### src/rtl/vrb_pkg.sv
package vrb_pkg;

    localparam logic [7:0] RT_HOST_OUT = 8'h40;
    localparam logic [7:0] RT_HOST_IN  = 8'hC0;

    localparam logic [7:0] CODE_RD_MSTAT = 8'd2;
    localparam logic [7:0] CODE_WR_DIV   = 8'd5;
    localparam logic [7:0] CODE_RD_LCTL  = 8'd6;
    localparam logic [7:0] CODE_WR_LCTL  = 8'd7;
    localparam logic [7:0] CODE_WR_MCTL  = 8'd10;
    localparam logic [7:0] CODE_NOP      = 8'd11;
    localparam logic [7:0] CODE_CTS_GATE = 8'd12;

    typedef enum logic [2:0] {
        OP_REFUSE,
        OP_DIV_WR,
        OP_LCTL_WR,
        OP_LCTL_RD,
        OP_MCTL_WR,
        OP_MSTAT_RD,
        OP_GATE_WR,
        OP_IGNORE
    } op_e;

    typedef struct packed {
        logic dcd;
        logic ri;
        logic dsr;
        logic cts;
    } mlines_t;

    function automatic op_e classify(input logic [7:0] rtype,
                                     input logic [7:0] code,
                                     input logic [7:0] len,
                                     input logic [7:0] byte0,
                                     input logic [7:0] div_len);
        op_e op;
        op = OP_REFUSE;
        if (rtype == RT_HOST_OUT) begin
            case (code)
                CODE_WR_DIV:   if (len == div_len) op = OP_DIV_WR;
                CODE_WR_LCTL:  if (len == 8'd1) op = OP_LCTL_WR;
                CODE_WR_MCTL:  if (len == 8'd1) op = OP_MCTL_WR;
                CODE_NOP:      if (len == 8'd1) op = OP_IGNORE;
                CODE_CTS_GATE: if (len == 8'd1 && byte0[7:1] == 7'd0) op = OP_GATE_WR;
                default:       op = OP_REFUSE;
            endcase
        end else if (rtype == RT_HOST_IN) begin
            case (code)
                CODE_RD_LCTL:  if (len == 8'd1) op = OP_LCTL_RD;
                CODE_RD_MSTAT: if (len == 8'd1) op = OP_MSTAT_RD;
                default:       op = OP_REFUSE;
            endcase
        end
        return op;
    endfunction

endpackage

### src/rtl/vrb_decode.sv
module vrb_decode
    import vrb_pkg::*;
#(
    parameter int PAY_BYTES = 4
) (
    input  logic [7:0] rtype,
    input  logic [7:0] code,
    input  logic [7:0] len,
    input  logic [7:0] byte0,
    output op_e        op
);
    localparam logic [7:0] DIV_LEN = 8'(PAY_BYTES);

    always_comb op = classify(rtype, code, len, byte0, DIV_LEN);
endmodule

### src/rtl/vrb_regs.sv
module vrb_regs
    import vrb_pkg::*;
#(
    parameter int   PAY_BYTES  = 4,
    parameter int   DIV_RESET  = 12,
    parameter logic [7:0] LCTL_RESET = 8'h03,
    parameter logic [7:0] MCTL_RESET = 8'h08
) (
    input  logic                   clk,
    input  logic                   rst,
    input  logic                   valid,
    input  op_e                    op,
    input  logic [8*PAY_BYTES-1:0] data,
    output logic [8*PAY_BYTES-1:0] div_q,
    output logic [7:0]             lctl_q,
    output logic [7:0]             mctl_q,
    output logic                   gate_q
);
    localparam int DIV_W = 8 * PAY_BYTES;

    always_ff @(posedge clk) begin
        if (rst) begin
            div_q  <= DIV_W'(DIV_RESET);
            lctl_q <= LCTL_RESET;
            mctl_q <= MCTL_RESET;
            gate_q <= 1'b0;
        end else if (valid) begin
            case (op)
                OP_DIV_WR:  div_q  <= data;
                OP_LCTL_WR: lctl_q <= data[7:0];
                OP_MCTL_WR: mctl_q <= data[7:0];
                OP_GATE_WR: gate_q <= data[0];
                default: ;
            endcase
        end
    end

    // reset values
    p_reset_vals_r1: assert property (@(posedge clk)
        rst |=> (div_q == DIV_W'(DIV_RESET) && lctl_q == LCTL_RESET &&
                 mctl_q == MCTL_RESET && !gate_q));

    // refused or ignored requests leave every register alone
    p_no_side_effect_r7: assert property (@(posedge clk) disable iff (rst)
        (!valid || op == OP_REFUSE || op == OP_IGNORE) |=>
            ($stable(div_q) && $stable(lctl_q) && $stable(mctl_q) && $stable(gate_q)));
endmodule

### src/rtl/vrb_mstat.sv
module vrb_mstat
    import vrb_pkg::*;
(
    input  logic    clk,
    input  logic    rst,
    input  mlines_t lines_i,
    input  logic    rd_clr,
    output logic [7:0] mstat,
    output logic    cts_q
);
    mlines_t    lines_q;
    logic       primed;
    logic [3:0] chg_q;
    logic [3:0] evt;

    always_comb begin
        evt[3] = primed && (lines_q.dcd != lines_i.dcd);
        evt[2] = primed && lines_q.ri && !lines_i.ri;
        evt[1] = primed && (lines_q.dsr != lines_i.dsr);
        evt[0] = primed && (lines_q.cts != lines_i.cts);
    end

    always_ff @(posedge clk) begin
        if (rst) begin
            lines_q <= lines_i;
            primed  <= 1'b0;
            chg_q   <= 4'd0;
        end else begin
            lines_q <= lines_i;
            primed  <= 1'b1;
            chg_q   <= (rd_clr ? 4'd0 : chg_q) | evt;
        end
    end

    assign mstat = {lines_q.dcd, lines_q.ri, lines_q.dsr, lines_q.cts, chg_q};
    assign cts_q = lines_q.cts;

    // a read with no concurrent event leaves all change bits clear
    p_read_clears_r8: assert property (@(posedge clk) disable iff (rst)
        (rd_clr && evt == 4'd0) |=> (mstat[3:0] == 4'd0));

    // a falling ring indicator sets the trailing-edge bit
    p_ring_trail_r9: assert property (@(posedge clk) disable iff (rst)
        (primed && lines_q.ri && !lines_i.ri) |=> mstat[2]);

    // a rising ring indicator alone never sets the trailing-edge bit
    p_ring_rise_r9: assert property (@(posedge clk) disable iff (rst)
        (!lines_q.ri && lines_i.ri && !mstat[2]) |=> !mstat[2]);
endmodule

### src/rtl/vreq_uart_bridge.sv
module vreq_uart_bridge
    import vrb_pkg::*;
#(
    parameter int PAY_BYTES = 4,
    parameter int DIV_RESET = 12
) (
    input  logic                   clk,
    input  logic                   rst,
    input  logic                   req_valid,
    input  logic [7:0]             req_type,
    input  logic [7:0]             req_code,
    input  logic [7:0]             req_len,
    input  logic [8*PAY_BYTES-1:0] req_data,
    input  logic                   mdm_dcd,
    input  logic                   mdm_ri,
    input  logic                   mdm_dsr,
    input  logic                   mdm_cts,
    input  logic [7:0]             line_stat,
    output logic                   req_ack,
    output logic                   req_stall,
    output logic                   rsp_valid,
    output logic [7:0]             rsp_data,
    output logic [8*PAY_BYTES-1:0] baud_div,
    output logic [7:0]             line_ctrl,
    output logic [7:0]             modem_ctrl,
    output logic                   cts_hold,
    output logic                   tx_enable,
    output logic [15:0]            status_rpt
);
    op_e        op;
    logic [7:0] mstat;
    logic       cts_q;
    logic       is_read;
    mlines_t    lines_in;

    assign lines_in = '{dcd: mdm_dcd, ri: mdm_ri, dsr: mdm_dsr, cts: mdm_cts};
    assign is_read  = (op == OP_LCTL_RD) || (op == OP_MSTAT_RD);

    vrb_decode #(.PAY_BYTES(PAY_BYTES)) u_decode (
        .rtype(req_type), .code(req_code), .len(req_len),
        .byte0(req_data[7:0]), .op(op)
    );

    vrb_regs #(.PAY_BYTES(PAY_BYTES), .DIV_RESET(DIV_RESET)) u_regs (
        .clk(clk), .rst(rst), .valid(req_valid), .op(op), .data(req_data),
        .div_q(baud_div), .lctl_q(line_ctrl), .mctl_q(modem_ctrl), .gate_q(cts_hold)
    );

    vrb_mstat u_mstat (
        .clk(clk), .rst(rst), .lines_i(lines_in),
        .rd_clr(req_valid && op == OP_MSTAT_RD),
        .mstat(mstat), .cts_q(cts_q)
    );

    always_ff @(posedge clk) begin
        if (rst) begin
            req_ack   <= 1'b0;
            req_stall <= 1'b0;
            rsp_valid <= 1'b0;
            rsp_data  <= 8'd0;
        end else begin
            req_ack   <= req_valid && (op != OP_REFUSE);
            req_stall <= req_valid && (op == OP_REFUSE);
            rsp_valid <= req_valid && is_read;
            if (req_valid && is_read)
                rsp_data <= (op == OP_LCTL_RD) ? line_ctrl : mstat;
        end
    end

    assign tx_enable  = !cts_hold || cts_q;
    assign status_rpt = {line_stat, mstat};

    // each request resolves to exactly one outcome
    p_one_outcome_r7: assert property (@(posedge clk) disable iff (rst)
        req_valid |=> (req_ack != req_stall));

    // no outcome pulse without a request
    p_no_spurious_r7: assert property (@(posedge clk) disable iff (rst)
        !req_valid |=> (!req_ack && !req_stall && !rsp_valid));

    // a response only accompanies an accepted request
    p_rsp_with_ack_r3: assert property (@(posedge clk) disable iff (rst)
        rsp_valid |-> req_ack);

    // gate held with CTS low blocks transmission
    p_gate_blocks_r5: assert property (@(posedge clk) disable iff (rst)
        (cts_hold && !status_rpt[4]) |-> !tx_enable);
endmodule

### config.mk
export PLATFORM = sky130hd
export DESIGN_NAME = vreq_uart_bridge
export DESIGN_NICKNAME = d
export VERILOG_FILES = /design/src/rtl/vrb_pkg.sv /design/src/rtl/vrb_decode.sv /design/src/rtl/vrb_regs.sv /design/src/rtl/vrb_mstat.sv /design/src/rtl/vreq_uart_bridge.sv
export SDC_FILE = /design/constraint.sdc
export NUM_CORES = 1
export LEC_CHECK = 0
export BUFFER_PORTS_ARGS = -buffer_cell sky130_fd_sc_hd__buf_2
export CAP_MARGIN = 25
export CORE_MARGIN = 2
export CORE_UTILIZATION = 47
export CTS_BUF_LIST = sky130_fd_sc_hd__clkbuf_4 sky130_fd_sc_hd__clkbuf_8
export CTS_CLUSTER_SIZE = 14
export DETAILED_ROUTE_END_ITERATION = 8
export PLACE_DENSITY = 0.85
export SLEW_MARGIN = 5
export SYNTH_ARGS = -nofsm -noshare
export SYNTH_HDL_FRONTEND = slang
export SYNTH_SLANG_ARGS = --single-unit
export TNS_END_PERCENT = 10
### constraint.sdc
create_clock -name clk -period 3 [get_ports clk]
set_clock_uncertainty 0.05 [all_clocks]
set_input_delay 0.6 -clock clk [delete_from_list [all_inputs] [get_ports clk]]
set_output_delay 0.6 -clock clk [all_outputs]
set_load 0.01 [all_outputs]
Word level (Yosys, flattened, before mapping):

Index checks and enable logic that the tools add are counted.

* flip-flop bits (word level): 69
* input bits: 71
* output and inout port bits: 77
* word-level logic and storage cells: 70

* equal/unequal tests: 20
* muxes and demuxes: 14
* bitwise logic cells: 1
* reductions and logical operators: 21

Operator list (count)
* $eq A8 B3 Y1 const B: 4
* $eq A8 B4 Y1 const B: 3
* $mux W3: 6
* $pmux W3 S5: 1
* $logic_and A1 B1 Y1: 10
* $eq A3 B3 Y1 const B: 3
* $eq A8 B1 Y1 const B: 1
* $eq A8 B2 Y1 const B: 1
* $eq A8 B7 Y1 const B: 1
* $eq A8 B8 Y1 const B: 1
* $mux W8: 1
* $reduce_and A2 Y1: 4
* $logic_not A7 Y1: 1
* $eq A3 B2 Y1 const B: 2
* $pmux W3 S2: 1
* $mux W2: 2
* $mux W4: 1
* $or A4 B4 Y4: 1
* $eq A3 B1 Y1 const B: 1
* $logic_not A3 Y1: 1
* $ne A1 B1 Y1: 3
* $reduce_bool A3 Y1: 1
* $logic_not A1 Y1: 2
* $logic_or A1 B1 Y1: 2
* $mux W1: 2

Logic depth before layout (Yosys ltp):

* word-level depth: 9
* gate-level depth with buffers: 8
* gate-level depth less buffers: 6

Hierarchy:

Synthesis repeated with hierarchy kept, for this count alone.

* cell total of the unflattened synthesis: 329
* area total of the unflattened synthesis: 3245.6 sq um

Modules (own cells, without submodules)
* vrb_regs: times used 1, cells an instance 204, area each 2158.3 sq um, sequential area each 980.9 sq um
* vreq_uart_bridge: times used 1, cells an instance 68, area each 565.5 sq um, sequential area each 220.2 sq um
* vrb_mstat: times used 1, cells an instance 24, area each 287.8 sq um, sequential area each 180.2 sq um
* vrb_decode: times used 1, cells an instance 33, area each 234.0 sq um, sequential area each 0.0 sq um

Worst setup path before layout:

OpenSTA, ideal clock, no wires.

* kind: input to register
* start point: input port req_code[5]
* end point: register u_regs.div_q[2]
* library setup time: 0.129 ns
* arrival: 2.523 ns
* required time: 2.821 ns
* slack: 0.297 ns
* stages on the path: 7
* cells stage by stage: nor4_1 -> nand3_1 -> or4b_4 -> a2111oi_4 -> buf_6 -> mux2i_1 -> nand2_1

* cells in the longest elaborated chain, start to end: 6

Ends and longest elaborated chain
* start: declaration: RTL line vreq_uart_bridge.sv:11 `input logic [7:0] req_code,`
* $eq A8 B2 Y1 / $eq A8 B3 Y1 (equally long branches): RTL line vrb_pkg.sv:49 `case (code)`
* $pmux W3 S2: RTL line vrb_pkg.sv:49
* $mux W3: RTL line vrb_pkg.sv:48 `end else if (rtype == RT_HOST_IN) begin`
* $mux W3 (*): RTL line vrb_pkg.sv:39 `if (rtype == RT_HOST_OUT) begin`
* $eq A3 B1 Y1 (*): RTL line vrb_regs.sv:28 `case (op)`
* $reduce_and A2 Y1 (no source line) (*)
* end signal: assignment: RTL line vrb_regs.sv:23 `div_q <= DIV_W'(DIV_RESET);`
* end signal: assignment: RTL line vrb_regs.sv:29 `OP_DIV_WR: div_q <= data;`
* end: declaration: RTL line vrb_regs.sv:14 `output logic [8*PAY_BYTES-1:0] div_q,`

Mark *: on every way between the ends. The rest lies on a longest branch, timed or not.
A chain may end at the register's enable or synchronous reset.

Final worst setup path:

* start point: input port req_code[2]
* end point: register u_regs.div_q[4]

The elaborated chain is that of the path after synthesis.

==> summary.txt <==
Core Box Area: 5920 µm²
Root Driver: clkbuf_8
CP cell instances: buf_2 -> nor4b_1 -> a22oi_1 -> or4b_4 -> a2111oi_4 -> buf_12 -> mux2i_1 -> nor2_1
DR vias: 2516
sequential share of the synthesized area: 0.480
Seq cells post-synth: 69
fin crit share: 0.858
vias in the first global route: 2466
Clk pin slew, worst setup/hold paths: 0.08 ns
first-pass GRT wire length: 10800 µm
num ports: 148
met1 usage: 0.244
Final HPWL DP: 5100 µm
clk_lat worst skew: 0.34 ns
post_cts resized: 0
antenna violations before repair: 0
cell taking the most area after synthesis: dfxtp_1
layout cells sized above 1: 0.377
run status: complete, no violations
crit path buf inv count: 2
Setup Crit Path Kind: in2reg
Setup-failing EPs final: 0
final hold violations: 0
power per cell area: 514 nW/µm²
total CTS buffers: 9
cells after synthesis: 294
mapped cell area: 2880 µm²
drt total wl: 6860 µm
startpoint types: input pin
max incr delay on CP: 0.56 ns
Yosys Warn Count: 0
worst slew pin tran: 0.700 ns
Inst Count DP: 482
fin cells: 497
Die Y: 82.2 µm
Max transition margin: 0.531
Post-CTS Setup Repair Bufs: 0
Post-DRT Antenna Nets: 0
CTS Sinks: 69
met2 usage: 0.350
nets: 489
Initial Utilization: 0.486
VDD IR max: 0.435 mV
Pre-antenna DRT Iters: 4
drt via density: 5.06
DR WL/cell: 13.8 µm
top cells by area, synth: dfxtp_1, mux2i_1, nor2_1
total gr overflow: 0
synthesis-to-layout area growth: 31.1%
setup tns final: 0 ns
number of port buffers: 131
Starting DRT DRC Count: 54
H-tree depth: 3
met3 usage: 0.0859
Critical Path Sink Type: flop
hold_buf cts: 0
RSZ-0062 raised after global routing: false
clk buf depth: 2
Leak: 1.67 nW
Yosys cell types: 39
largest net degree at the start of global routing: 51
GR peak layer: met2
CP arrival: 2.73 ns
Syn Nets: 365
Final Critical Period: 2.57 ns
Max-Cap Viols: 0
ant diodes: 0
post-synth top area share: 0.480
RePlAce Congestion: 0.768
num rows: 28
hold crit path type: in2reg
Total Die Area: 6760 µm²
max frequency: 0.388 GHz
Slew Limit Fails: 0
worst path required time: 3.16 ns
slowest CP cell: or4b_4
drc violations: 0
delay-heaviest family, CP: simple AND/OR/NAND/NOR gates
GRT Util Overall: 0.209
synthesized area per cell: 9.78 µm²
worst-path fanout max: 32
CTS tree: done
Die X: 82.2 µm
==> sequential cells by signal (all words and copies together) (netlist names) <==
signal	count
u_regs.lctl_q	8
req_ack	1
rsp_data	8
u_mstat.cts_q	1
u_mstat.chg_q	4
req_stall	1
u_mstat.mstat	3
rsp_valid	1
u_regs.mctl_q	8
u_mstat.primed	1
u_regs.gate_q	1
u_regs.div_q	32
==> synth_stat cells <==
library cell and number:
nand4_1 1, nor2b_1 3, nor2_1 49, clkinv_1 1
nor3b_1 1, nor4_4 1, nand3b_1 3, a21oi_1 5
buf_4 9, buf_2 2, a211oi_1 8, and3b_1 1
and3_1 1, dfxtp_1 69, nor4bb_1 1, o21ai_0 5
nor3b_2 1, xor2_1 4, nor4b_1 1, and2_1 1
nor3_1 3, nand2b_1 1, inv_1 1, a211oi_2 1
o41ai_1 1, nand3_1 4, nor4_1 4, o311ai_0 1
a2bb2oi_1 1, clkbuf_1 10, a2111oi_4 1, nor4b_2 1
a22oi_1 1, mux2i_1 56, or4_4 1, or3b_1 1
buf_6 3, or4b_4 1, nand2_1 35
==> where the power goes <==
group	internal [mW]	switching, mW	leakage (nW)
registers	0.924	0.00633	0.559
logic	0.0519	0.0624	0.988
clock network	0.549	0.345	0.119
==> placed cells by master, fill, tap and decap left out, types with 2 or more instances in the layout <==
cell,count
nor2_1,49
nand3b_1,3
clkinv_4,2
nor4_1,4
xor2_1,4
clkbuf_8,9
buf_2,131
a211oi_1,8
mux2i_1,56
a21oi_1,5
nor2b_1,3
nand2_1,35
nand3_1,4
dfxtp_1,69
o21ai_0,5
nor3_1,3
bufinv_16,3
buf_4,5
==> stage by stage <==
step	worst slack (ns)	hold slack, ns	total power, mW	area [µm²]	util
after floorplan	0.297	0.413	1.01	2880	-
after global placement	0.143	0.393	1.06	3530	0.597
after detailed placement	0.0472	0.401	1.07	3530	0.597
after CTS	0.389	0.307	1.96	3770	0.637
after global routing	0.194	0.300	2.01	3770	0.637
final	0.426	0.324	1.94	3770	0.637
==> worst paths after layout <==
check                    from          endpoint  slack [ns]  cells past startpoint
max               req_code[2]   u_regs.div_q[4]        0.43                      8
max reg2reg     u_mstat.cts_q  u_mstat.chg_q[0]        2.13                      3
min                    mdm_ri  u_mstat.mstat[6]        0.32                      1
min reg2reg  u_regs.mctl_q[2]  u_regs.mctl_q[2]        0.41                      2
==> cell type report <==
| type | count | area (µm²) |
|---|---|---|
| clock inverter | 6 | 113 |
| clock buffer | 9 | 124 |
| tap | 75 | 93.8 |
| fill | 513 | 2150 |
| inverter | 2 | 7.51 |
| multi-input combinational | 199 | 1340 |
| timing repair buffer | 137 | 713 |
| sequential | 69 | 1380 |
==> layer usage <==
layer  wire [µm]  vias to the layer above  part of all wire
li1            -                     1257                 -
met1        3060                     1163              0.45
met2        3260                       90              0.48
met3         511                        6             0.074
met4          31                        0            0.0045
met5           0                        -                 0
==> cell families after synthesis <==
| logic type | Yosys count | synth area share |
|---|---|---|
| simple gates | 115 | 0.194 |
| flops | 69 | 0.480 |
| mux | 56 | 0.195 |
| buf+inv | 26 | 0.0544 |
| compound gates | 24 | 0.0639 |
| xor+xnor | 4 | 0.0122 |
Note: power is estimated with default switching activity, not from simulation.
